File: config.mk
export PLATFORM = sky130hd
export DESIGN_NAME = burst_addr_ctr
export DESIGN_NICKNAME = d
export VERILOG_FILES = /design/src/rtl/addr_ctr_pkg.sv /design/src/rtl/addr_ctr_ctrl.sv /design/src/rtl/addr_ctr_path.sv /design/src/rtl/burst_addr_ctr.sv
export SDC_FILE = /design/constraint.sdc
export NUM_CORES = 1
export LEC_CHECK = 0
export BUFFER_PORTS_ARGS = -buffer_cell sky130_fd_sc_hd__buf_2
export CAP_MARGIN = 20
export CORE_MARGIN = 5
export CORE_UTILIZATION = 30
export DETAILED_ROUTE_END_ITERATION = 12
export PLACE_DENSITY_LB_ADDON = 0.08
export SYNTH_ARGS = -nofsm -noshare
export SYNTH_HDL_FRONTEND = slang
export SYNTH_HIERARCHICAL = 1
export SYNTH_SLANG_ARGS = --single-unit
export TNS_END_PERCENT = 5
File: constraint.sdc
create_clock -name clk -period 3.4 [get_ports clk]
set_input_delay 0.17 -clock clk [delete_from_list [all_inputs] [get_ports clk]]
set_output_delay 0.17 -clock clk [all_outputs]
set_load 0.02 [all_outputs]
File: src/rtl/addr_ctr_pkg.sv
package addr_ctr_pkg;

  // One-hot action request from the decoder to the counter register.
  typedef struct packed {
    logic clear;
    logic load;
    logic step;
  } ctrStrobes_t;

endpackage

File: src/rtl/addr_ctr_ctrl.sv
module addr_ctr_ctrl
  import addr_ctr_pkg::*;
(
  input  logic        clearN,
  input  logic        loadN,
  input  logic        countN,
  output ctrStrobes_t strobes
);

  // Fixed priority: clear, then load, then step; no request means hold.
  always_comb begin
    strobes = '0;
    if (!clearN)      strobes.clear = 1'b1;
    else if (!loadN)  strobes.load  = 1'b1;
    else if (!countN) strobes.step  = 1'b1;
  end

endmodule

File: src/rtl/addr_ctr_path.sv
module addr_ctr_path
  import addr_ctr_pkg::*;
#(
  parameter int ADDR_W = 13
) (
  input  logic              clk,
  input  logic              rst,
  input  ctrStrobes_t       strobes,
  input  logic [ADDR_W-1:0] extAddr,
  output logic [ADDR_W-1:0] curAddr
);

  localparam logic [ADDR_W-1:0] ADDR_ZERO = '0;
  localparam logic [ADDR_W-1:0] ADDR_INC  = ADDR_W'(1);

  logic [ADDR_W-1:0] addrReg;
  logic [ADDR_W-1:0] addrNext;
  logic [ADDR_W-1:0] addrPlusOne;

  // Modulo-2^ADDR_W increment: all-ones rolls over to zero.
  assign addrPlusOne = addrReg + ADDR_INC;

  always_comb begin
    addrNext = addrReg;
    if (strobes.clear)     addrNext = ADDR_ZERO;
    else if (strobes.load) addrNext = extAddr;
    else if (strobes.step) addrNext = addrPlusOne;
  end

  always_ff @(posedge clk) begin
    if (rst) addrReg <= ADDR_ZERO;
    else     addrReg <= addrNext;
  end

  assign curAddr = addrReg;

  // The decoder must never request two actions at once (R6 priority).
  p_one_action_r6: assert property (@(posedge clk) disable iff (rst)
    $onehot0(strobes));

endmodule

File: src/rtl/burst_addr_ctr.sv
module burst_addr_ctr
  import addr_ctr_pkg::*;
#(
  parameter int ADDR_W = 13
) (
  input  logic              clk,
  input  logic              rst,
  input  logic [ADDR_W-1:0] extAddr,
  input  logic              loadN,
  input  logic              countN,
  input  logic              clearN,
  output logic [ADDR_W-1:0] curAddr
);

  localparam logic [ADDR_W-1:0] ONE_STEP = ADDR_W'(1);

  ctrStrobes_t strobes;

  addr_ctr_ctrl i_ctrl (
    .clearN  (clearN),
    .loadN   (loadN),
    .countN  (countN),
    .strobes (strobes)
  );

  addr_ctr_path #(.ADDR_W(ADDR_W)) i_path (
    .clk     (clk),
    .rst     (rst),
    .strobes (strobes),
    .extAddr (extAddr),
    .curAddr (curAddr)
  );

  // Port-level checks of the action rules.
  p_clear_zero_r5: assert property (@(posedge clk) disable iff (rst)
    !clearN |=> (curAddr == '0));

  p_load_taken_r2: assert property (@(posedge clk) disable iff (rst)
    (clearN && !loadN) |=> (curAddr == $past(extAddr)));

  p_step_plus_one_r3: assert property (@(posedge clk) disable iff (rst)
    (clearN && loadN && !countN) |=> (curAddr == $past(curAddr) + ONE_STEP));

  p_hold_stable_r4: assert property (@(posedge clk) disable iff (rst)
    (clearN && loadN && countN) |=> $stable(curAddr));

  p_wrap_zero_r7: assert property (@(posedge clk) disable iff (rst)
    (clearN && loadN && !countN && (curAddr == '1)) |=> (curAddr == '0));

endmodule

# Yosys cells after proc, flatten, opt, wreduce, memory -nomap -nowiden

Cells that the tools add are included.
Widths: inputs -> output; s select.

Word-level logic and storage cells: 11
Output and inout port bits: 13
Input bits: 18
Register bits: 13

Multiplexer cells: 6
Add/sub/neg operators: 1
Bitwise gates (word level): 1
Reduce and logical (&&, ||, !) cells: 2

Operator list:

| operator              | number |
|---|---|
| $mux 13               | 2 |
| $add 13x1->13 const B | 1 |
| $mux 1                | 3 |
| $mux 2                | 1 |
| $reduce_bool 2->1     | 1 |
| $reduce_or 2->1       | 1 |
| $not 1->1             | 1 |

# Depth between registers and ports, before layout

Gate-level depths: netlist of run 1.

Word-level depth: 5
Mapped depth: 6
Depth with buffers taken out: 5

# By module

The synthesis of run 1 kept the hierarchy.

Modules (own cells, without submodules):

| module        | sequential area each (um^2) | cells an instance | area an instance (um^2) | instances |
|---|---|---|---|---|
| addr_ctr_path | 260.2                       | 80                | 675.6                   | 1 |
| addr_ctr_ctrl | 0.0                         | 3                 | 18.8                    | 1 |

# Least setup slack after synthesis of run 1

No wires, ideal clock.

Kind: register to register
From: register i_path.addrReg[0] (netlist: i_path/curAddr[0])
To: register i_path.addrReg[10] (netlist: i_path/curAddr[10])
Required time: 3268 ps
Path buffers: 0
Stages on the path, launching flop included: 6
Setup time: 132 ps
Arrival time: 1262 ps
Period minus slack after synthesis: 1394 ps
Slack: 2006 ps
Cell sequence: dfxtp_1 -> ha_1 -> nand2_1 -> nor4_1 -> xnor2_1 -> a21oi_1

Word-level cells in the longest chain between the ends: 3

Ends and longest elaborated chain:

| element                | line                | RTL |
|---|---|---|
| from (decl)            | addr_ctr_path.sv:16 | `logic [ADDR_W-1:0] addrReg;` |
| from (signal assigned) | addr_ctr_path.sv:32 | `else addrReg <= addrNext;` |
| $add 13x1->13          | addr_ctr_path.sv:21 | `assign addrPlusOne = addrReg + ADDR_INC;` |
| $mux 13                | addr_ctr_path.sv:27 | `else if (strobes.step) addrNext = addrPlusOne;` |
| $mux 13                | addr_ctr_path.sv:26 | `else if (strobes.load) addrNext = extAddr;` |

No other way between the ends. The select of a mux whose other input is x is not followed.
A chain may end at the register's enable or synchronous reset.

# Final worst setup path of run 1

Ends and elaborated chain as after synthesis.

==> results.toml, run 1 <==
[run_status]
status = "finished, final reports clean"

[clocking]
cts_tree = "yes"
clkLatencyLatePin_ns = 0.28
cts_setup_buffers = 0
cts.hold.buffers_added = 0
clockBufferDepth = 2
path_clk_slew_ns = 0.09
root_buffer = "clkbuf_4"
numCtsBuffers = 3
clock_sinks = 13
post_cts_resized = 0
h-tree-depth = 1

[finish]
syn2layout_area_growth_pct = 28.83
finish.net_count = 135
diodes = 0
instances_no_fill = 143
nFillCells = 254
final_layout_size_suffix_gt1_share_pct = 31.30
largest_reg_flops = 13
layout_common_cells = "30 x buf_2, 13 x dfxtp_1, 11 x a21oi_1, 11 x xnor2_1, 9 x o21ai_0"
layout_commonest_cell = "buf_2"

[global_routing]
grt.busiest_layer = "met2"
grt-ovfl-total = 0
grt_pass1_vias = 669
use_met1_pct = 11.97
grt_pass1_wl_mm = 2.891
grt_antenna_before_repair = 0
grt_use_total_pct = 11.07
grt_max_degree = 20
grt_use_met3_pct = 5.122
use_met2_pct = 19.84

[worst_setup_path]
cp_slowest_stage_delay_ns = 0.43
cp_max_fo = 5
r2r_slack_ns = 1.97
cp_data_required_time_ns = 3.55
worst_setup_path_start_kind = "register"
cp_cell_sequence = "ha_1 > nand2_1 > nor4_1 > xnor2_1 > a21oi_1"
cp.arrival_ns = 1.59
ff2ff_path_depth = 5
reg2reg_to = "i_path/curAddr[10]"
crit_type = "reg2reg"
regToRegStartpoint = "i_path/curAddr[0]"
cp_slowest_cell = "dfxtp_1"
end_kind = "register"

[hold_path]
min_delay_path_depth = 3
min_to = "i_path/curAddr[4]"
hp-class = "in2reg"
hold_path_startpoint = "extAddr[4]"

[logic_synthesis]
ys.warnings.count = 6
synth_nets = 102
synth_seq_cells = 13
yosysSeqAreaShare_pct = 37.48
synth_cell_types = 22
syn_avg_cell_area_um2 = 8.366
synthesis.instances = 83
synth.cell_area_um2 = 694.4

[sta]
post-route-period-util_pct = 42.15
finalClockSkew_ns = 0.004754
slew_headroom_pct = 65.20
tightest_slew_ns = 0.5201
fin_crit_ns = 1.433
tns_ns = 0
max_freq_mhz = 697.8
whs_ns = 0.1236
rsz0062_at_grt = "false"
setup_viol_count_final = 0
hold_viol_final = 0
drv_slew = 0

[floorplan]
dieArea_mm2 = 0.003377
dieWidth_um = 58.11
coreArea_mm2 = 0.002212
initial_core_util_pct = 31.39
io-pin-count = 31
placementRows = 17
die-height_um = 58.11

[power]
switching_share_pct = 27.02
totalPowerFinal_mw = 0.3030
vdd_drop_max_mv = 0.1834
p_switching_mw = 0.08185
p_int_mw = 0.2211
pwr-share-clk_pct = 32.5
p_per_area_mw_per_mm2 = 338.7
p_seq_share_pct = 53.9
p_leak_nw = 0.3638
combPwrFrac_pct = 13.6

[place]
hpwl_mm = 1.323
dp_cells = 139
io_buffers = 30
gp_congestion = 0.7335

[run]
max-cap-violations = 0

[route]
finalWirelength_mm = 1.721
drt-initial-drc-count = 7
avgViaCountPerCell = 4.755
drc = 0
dr.pass1.iters = 4
ant_nets = 0
drt-wirelength-per-cell_um = 12.03
vias = 680
## metal layers
metal | up-vias | routed length [um]
met3 | 2 | 100
met4 | 0 | 14
li1 | 355 | -
met1 | 307 | 773
met5 | - | 0
met2 | 16 | 832
## worst max-delay path by stage
stage / start / to / slack [ns]
3_3_place_gp: clearN / i_path/curAddr[8] / 1.77
2_1_floorplan: i_path/curAddr[0] / i_path/curAddr[10] / 2.01
3_5_place_dp: clearN / i_path/curAddr[11] / 1.72
5_1_grt: clearN / i_path/curAddr[10] / 1.74
4_1_cts: i_path/curAddr[0] / i_path/curAddr[10] / 1.95
6_report: i_path/curAddr[0] / i_path/curAddr[10] / 1.97
## worst max-delay path: cells and delay by family, from the launching register on
family | cells | cell delay (ns)
AO/OA/AOI/OAI | 1 | 0.08
XOR/XNOR | 1 | 0.16
flip-flops | 1 | 0.43
AND/OR/NAND/NOR | 2 | 0.41
adder cells (fa/ha/maj) | 1 | 0.23
## cells in the mapped netlist
library cell | count | area [um2]
clkbuf_1 | 1 | 3.750
nand4_4 | 1 | 21.27
mux2i_1 | 3 | 30.03
clkinv_1 | 1 | 3.750
dfxtp_1 | 13 | 260.3
nor2b_1 | 1 | 6.260
a21oi_1 | 11 | 55.05
xnor2_1 | 11 | 96.34
nor3_1 | 4 | 20.02
inv_1 | 3 | 11.26
nor2_1 | 8 | 30.03
o21ai_0 | 9 | 45.04
ha_1 | 1 | 12.51
nand3_1 | 3 | 15.01
or2_2 | 1 | 6.260
nand3_2 | 1 | 10.01
and3b_1 | 1 | 8.760
nand4_1 | 2 | 12.51
nand2_1 | 3 | 11.26
nor4_1 | 3 | 18.77
buf_4 | 1 | 7.510
xor2_1 | 1 | 8.760
## power groups by stage
stage	clock, mW	sequential [mW]	combinational [mW]
after floorplan	0	0.172	0.0188
after global placement	0	0.167	0.0415
after detailed placement	0	0.167	0.0415
after CTS	0.106	0.164	0.0418
after global routing	0.110	0.165	0.0467
final	0.0984	0.163	0.0412
## final cells by class
type | instances | area [um2] | area share [%]
Sequential cell | 13 | 260.3 | 29.09
Tap cell | 28 | 35.03 | 3.916
Timing Repair Buffer | 30 | 150.1 | 16.78
Multi-Input combinational cell | 64 | 407.9 | 45.59
Clock buffer | 4 | 26.28 | 2.937
Inverter | 4 | 15.01 | 1.678
## cell families after synthesis
logic type      synth area share (%)
flops                          37.48
compound gates                 14.41
fa+ha+maj                      1.802
buf+inv                        3.783
simple gates                   23.06
mux                            4.324
xor+xnor                       15.14
## metrics by stage
| step | setup WS, ns | utilization [%] | cell area [um2] |
|---|---|---|---|
| 2_1_floorplan | 2.006 | - | 694.4 |
| 5_1_grt | 1.737 | 40.44 | 894.6 |
| 3_3_place_gp | 1.772 | 39.25 | 868.3 |
| 4_1_cts | 1.949 | 40.44 | 894.6 |
| 3_5_place_dp | 1.716 | 39.25 | 868.3 |
| 6_report | 1.967 | 40.44 | 894.6 |
No activity file was read; power rests on OpenSTA's default activity.
==> inputs of run 2 (changes only) <==
--- a/config.mk
+++ b/config.mk
@@ -5,6 +5,7 @@
 export SDC_FILE = /design/constraint.sdc
 export NUM_CORES = 1
 export LEC_CHECK = 0
+export ABC_AREA = 1
 export BUFFER_PORTS_ARGS = -buffer_cell sky130_fd_sc_hd__buf_2
 export CAP_MARGIN = 20
 export CORE_MARGIN = 5
==> constraint.sdc (replaced) <==
create_clock -name clk -period 1.2 [get_ports clk]
set_input_delay 0.06 -clock clk [delete_from_list [all_inputs] [get_ports clk]]
set_output_delay 0.06 -clock clk [all_outputs]
set_load 0.02 [all_outputs]
==> results.toml, run 2 <==
[run_status]
status = "finished, final reports clean"

[worst_setup_path]
crit_type = "reg2reg"
worst_setup_path_start_kind = "register"
r2r_slack_ns = 0.03
cp.arrival_ns = 1.38
cp_max_fo = 3
cp_top_family = "flip-flops"
critical_path_buf_inv_count = 0
end_kind = "register"
cp_data_required_time_ns = 1.41
cp_slowest_stage_delay_ns = 0.38
cp_slowest_cell = "dfxtp_4"
cp_cell_sequence = "ha_4 > nand3_2 > nor2_4 > xor2_1 > nand2_1 > a21oi_2"

[sta]
post-route-period-util_pct = 97.61
fin_crit_ns = 1.171
setup_viol_count_final = 0
rsz0062_at_grt = "true"
slew_headroom_pct = 74.14
tns_ns = 0
whs_ns = 0.05905
finalClockSkew_ns = 0.003311
drv_slew = 0
tightest_slew_ns = 0.3874
max_freq_mhz = 853.7
hold_viol_final = 0

[route]
met1_length_mm = 1.087
avgViaCountPerCell = 4.880
wl_met3_um = 121
drt-wirelength-per-cell_um = 12.42
drt-initial-drc-count = 27
finalWirelength_mm = 2.384
top_layer = "met4"
ant_nets = 0
dr.pass1.iters = 4
wl_met2_mm = 1.159
drc = 0
vias = 937

[clocking]
clock_sinks = 13
path_clk_slew_ns = 0.09
cts_tree = "yes"
root_buffer = "clkbuf_4"
clkLatencyLatePin_ns = 0.28
h-tree-depth = 1
cts.hold.buffers_added = 0
numCtsBuffers = 3
clockBufferDepth = 2

[floorplan]
initial_core_util_pct = 31.58
io-pin-count = 31
dieWidth_um = 61.30
dieArea_mm2 = 0.003758
die-height_um = 61.30
coreArea_mm2 = 0.002500
placementRows = 18

[logic_synthesis]
synthTopCellsByArea = "dfxtp_1 33%, nand2_1 13%, nand3_1 9.5%, a22oi_1 7.6%, a21oi_1 7.0%"
synth-main-ff-cell = "dfxtp_1"
synth_cell_types = 16
synth_nets = 137
synth_enable_flop_cells = 0
ys.warnings.count = 6
synth_seq_cells = 13
synthesis.instances = 118
synth.cell_area_um2 = 789.5
yosysSeqAreaShare_pct = 32.96
yosysTopAreaCell = "dfxtp_1"
synthTopCellsByCount = "28 x nand2_1, 15 x nand3_1, 13 x dfxtp_1"
syn_avg_cell_area_um2 = 6.691
yosysMostFrequentCell = "nand2_1"
synth_top_area_share_pct = 32.96
postSynth.asyncResetShare_pct = 0

[global_routing]
grt_max_degree = 12
grt_pass1_wl_mm = 4.064
grt_antenna_before_repair = 0
grt_use_total_pct = 14.77
grt_pass1_vias = 934
grt-ovfl-total = 0

[power]
vdd_drop_max_mv = 0.6219
p_per_area_mw_per_mm2 = 773.9
totalPowerFinal_mw = 0.8918
p_leak_nw = 0.4982

[finish]
syn2layout_area_growth_pct = 45.96
finish.net_count = 182
largest_reg_flops = 13
diodes = 0
nFillCells = 261
layout_common_cells = "30 x buf_2, 27 x nand2_1, 13 x nand3_1"
layout_commonest_cell = "buf_2"
final_layout_size_suffix_gt1_share_pct = 41.36

[hold_path]
hp-class = "in2reg"

[place]
gp_congestion = 0.8059
hpwl_mm = 1.866
io_buffers = 30

[run]
max-cap-violations = 0
## run 2: cell types whose count changed after synthesis, moves of 2 or more
cell	change
a21o_2	+2
a22oi_1	+8
inv_1	+8
mux2i_1	-3
nand2_1	+25
nand3_1	+12
nor2_2	+6
nor3_1	-3
nor4_1	-3
o21ai_0	-4
xnor2_1	-11
xor2_1	+4
## run 2: what timing repair did
item,in CTS,in global routing
pin swaps,0,4
endpoints found under the hold margin,0,0
resized for setup,1,14
setup endpoints to repair,1,10
buffers inserted,0,3
## run 2: cell type report
cell class / count / area, um2 / share of cell area, %
Clock buffer: 4 / 26.28 / 2.280
Inverter: 12 / 45.04 / 3.909
Multi-Input combinational cell: 92 / 538.0 / 46.69
Sequential cell: 13 / 272.8 / 23.67
Tap cell: 30 / 37.54 / 3.257
Timing Repair Buffer: 41 / 232.7 / 20.20
## run 2: metrics by stage
| step | setup WS (ns) | util [%] | cells | area, um2 |
|---|---|---|---|---|
| after global placement | 0.06024 | 42.09 | 185 | 1052 |
| after detailed placement | 0.01093 | 42.09 | 185 | 1052 |
| final | 0.02863 | 46.10 | 192 | 1152 |
| after CTS | 0.005816 | 43.34 | 189 | 1084 |
| after floorplan | 0.02643 | - | 118 | 809.5 |
| after global routing | -0.03873 | 46.10 | 192 | 1152 |
## run 2: power by group
| part | total, mW | switching, mW | internal (mW) |
|---|---|---|---|
| clock | 0.283 | 0.154 | 0.129 |
| sequential | 0.455 | 0.0151 | 0.440 |
| combinational | 0.154 | 0.0842 | 0.0698 |
## run 2: worst paths after layout
| check | startpoint | to | cells past startpoint |
|---|---|---|---|
| setup reg to reg | i_path/curAddr[0] | i_path/curAddr[6] | 6 |
| hold reg to reg | i_path/curAddr[5] | i_path/curAddr[5] | 3 |
| setup / recovery | i_path/curAddr[0] | i_path/curAddr[6] | 6 |
| hold / removal | extAddr[2] | i_path/curAddr[2] | 3 |
## run 2: routing by layer
layer  global-route usage (%)  up-vias
li1                         -      487
met1                    18.08      434
met2                    24.47       14
met3                    4.612        2
met4                    4.954        0
met5                        0        -
## run 2: tightest hold or removal path, stage by stage
cell and delay, ns:
buf_2 0.07, o21ai_0 0.07, a21oi_1 0.10
## run 2: logic make-up (layout without fill, tap and decap cells)
group	count (synthesis)	count (layout)	share of synthesized area, %
flip-flops	13	13	32.96
buffers and inverters	13	57	6.338
AND/OR/NAND/NOR	60	60	33.60
XOR/XNOR	5	5	5.546
AO/OA/AOI/OAI	26	26	19.97
adder cells (fa/ha/maj)	1	1	1.585
==> inputs of run 3 (changes only) <==
--- a/config.mk
+++ b/config.mk
@@ -9,7 +9,7 @@
 export BUFFER_PORTS_ARGS = -buffer_cell sky130_fd_sc_hd__buf_2
 export CAP_MARGIN = 20
 export CORE_MARGIN = 5
-export CORE_UTILIZATION = 30
+export CORE_UTILIZATION = 42
 export DETAILED_ROUTE_END_ITERATION = 12
 export PLACE_DENSITY_LB_ADDON = 0.08
 export SYNTH_ARGS = -nofsm -noshare
==> results.toml, run 3 (synthesized netlist as in run 2, its figures left out) <==
[run_status]
status = "finished, final reports clean"

[worst_setup_path]
cp_cell_sequence = "ha_4 > nand2_1 > nor2_4 > nand2_1 > xor2_1 > a21oi_1"
crit_type = "reg2reg"
worst_setup_path_start_kind = "register"
cp_data_required_time_ns = 1.37
crit_top_cell = "nand2_1"
cp_max_fo = 5
regToRegStartpoint = "i_path/curAddr[1]"
end_kind = "register"
cp_slowest_cell = "dfxtp_4"
reg2reg_to = "i_path/curAddr[4]"
cp.arrival_ns = 1.34
cp_slowest_stage_delay_ns = 0.39
ff2ff_path_depth = 6
r2r_slack_ns = 0.02

[finish]
syn2layout_area_growth_pct = 41.68
largest_reg_flops = 13
layout_common_cells = "30 x buf_2, 28 x nand2_1, 14 x nand3_1"
finish.net_count = 180
multi_input_area_um2 = 525.5
final_layout_size_suffix_gt1_share_pct = 38.13
layout_commonest_cell = "buf_2"
seqCellArea_um2 = 272.8
final_util_pct = 63.40
diodes = 0
nFillCells = 184
instances_no_fill = 185

[floorplan]
dieWidth_um = 53.36
io-pin-count = 31
coreArea_mm2 = 0.001764
dieArea_mm2 = 0.002847
initial_core_util_pct = 44.75
die-height_um = 53.36
placementRows = 15

[sta]
post-route-period-util_pct = 97.94
whs_ns = 0.06825
setup_viol_count_final = 0
tightest_slew_ns = 0.4113
rsz0062_at_grt = "true"
slew_headroom_pct = 72.55
fin_crit_ns = 1.175
tns_ns = 0
max_freq_mhz = 850.9
hold_viol_final = 0
drv_slew = 0
finalClockSkew_ns = 0.006150

[place]
dp_cells = 179
hpwl_mm = 1.716
io_buffers = 30
gp_congestion = 0.7873

[clocking]
root_buffer = "clkbuf_4"
numCtsBuffers = 3
path_clk_slew_ns = 0.09
h-tree-depth = 1
clkLatencyLatePin_ns = 0.28
clockBufferDepth = 2
cts.hold.buffers_added = 0
cts_tree = "yes"
clock_sinks = 13

[hold_path]
min_to = "i_path/curAddr[1]"
hold_path_startpoint = "extAddr[1]"
min_delay_path_depth = 5
hp-class = "in2reg"

[route]
drt-wirelength-per-cell_um = 12.69
vias = 972
avgViaCountPerCell = 5.254
drc = 0
finalWirelength_mm = 2.348
drt-initial-drc-count = 43
dr.pass1.iters = 4
ant_nets = 0

[global_routing]
grt_use_total_pct = 18.79
grt_pass1_vias = 868
grt-ovfl-total = 0
grt_antenna_before_repair = 0
grt_pass1_wl_mm = 3.801
grt_max_degree = 10

[power]
p_switching_mw = 0.2474
switching_share_pct = 28.09
totalPowerFinal_mw = 0.8807
pwr-share-clk_pct = 31.8
combPwrFrac_pct = 16.3
p_per_area_mw_per_mm2 = 787.4
vdd_drop_max_mv = 0.4360
p_int_mw = 0.6333
p_seq_share_pct = 51.9
p_leak_nw = 0.4868

[run]
max-cap-violations = 0
## run 3: how the worst max path moves through the flow
| stage | start | endpoint | slack (ns) | cells after the start |
|---|---|---|---|---|
| 6_report | i_path/curAddr[1] | i_path/curAddr[4] | 0.02 | 6 |
| 5_1_grt | i_path/curAddr[1] | i_path/curAddr[6] | -0.05 | 6 |
| 4_1_cts | i_path/curAddr[0] | i_path/curAddr[12] | 0.01 | 7 |
| 3_5_place_dp | i_path/curAddr[0] | i_path/curAddr[12] | 0.03 | 7 |
| 3_3_place_gp | i_path/curAddr[0] | i_path/curAddr[4] | 0.07 | 6 |
| 2_1_floorplan | i_path/curAddr[2] | i_path/curAddr[4] | 0.03 | 5 |
## run 3: power by group through the flow
| stage | combinational [mW] | sequential (mW) | clock, mW |
|---|---|---|---|
| CTS | 0.141 | 0.455 | 0.292 |
| detailed placement | 0.139 | 0.465 | 0 |
| floorplan | 0.0563 | 0.477 | 0 |
| finish | 0.143 | 0.457 | 0.280 |
| global placement | 0.137 | 0.464 | 0 |
| global route | 0.160 | 0.460 | 0.310 |
## run 3: metal layers
layer	vias to the layer above	global-route usage [%]	routed length (um)
met1	453	22.47	936
met5	-	0	0
li1	485	-	-
met2	32	31.43	1216
met3	2	4.789	180
met4	0	7.660	14
## run 3: metrics by stage
stage / cell area, um2 / worst slack [ns]
4_1_cts: 1065 / 0.01183
3_5_place_dp: 1039 / 0.02674
6_report: 1119 / 0.02476
5_1_grt: 1119 / -0.04542
2_1_floorplan: 809.5 / 0.02643
3_3_place_gp: 1039 / 0.07098
## run 3: cell type report
type | instances | area share [%]
Clock buffer | 4 | 2.349
Inverter | 12 | 4.027
Multi-Input combinational cell | 92 | 46.98
Sequential cell | 13 | 24.38
Tap cell | 25 | 2.796
Timing Repair Buffer | 39 | 19.46
## run 3: what timing repair did
| item | CTS | global route |
|---|---|---|
| setup endpoints to repair | 0 | 10 |
| setup buffers | 0 | 2 |
| gates resized for setup | 0 | 11 |
## run 3: worst max-delay path: cells and delay by family (launching register included)
kind	cells	cell delay (ns)
and+or+nand+nor	3	0.29
DFF	1	0.39
xor gates and xnor gates	1	0.15
AOI/OAI and AO/OA	1	0.08
adders and majority gates	1	0.16
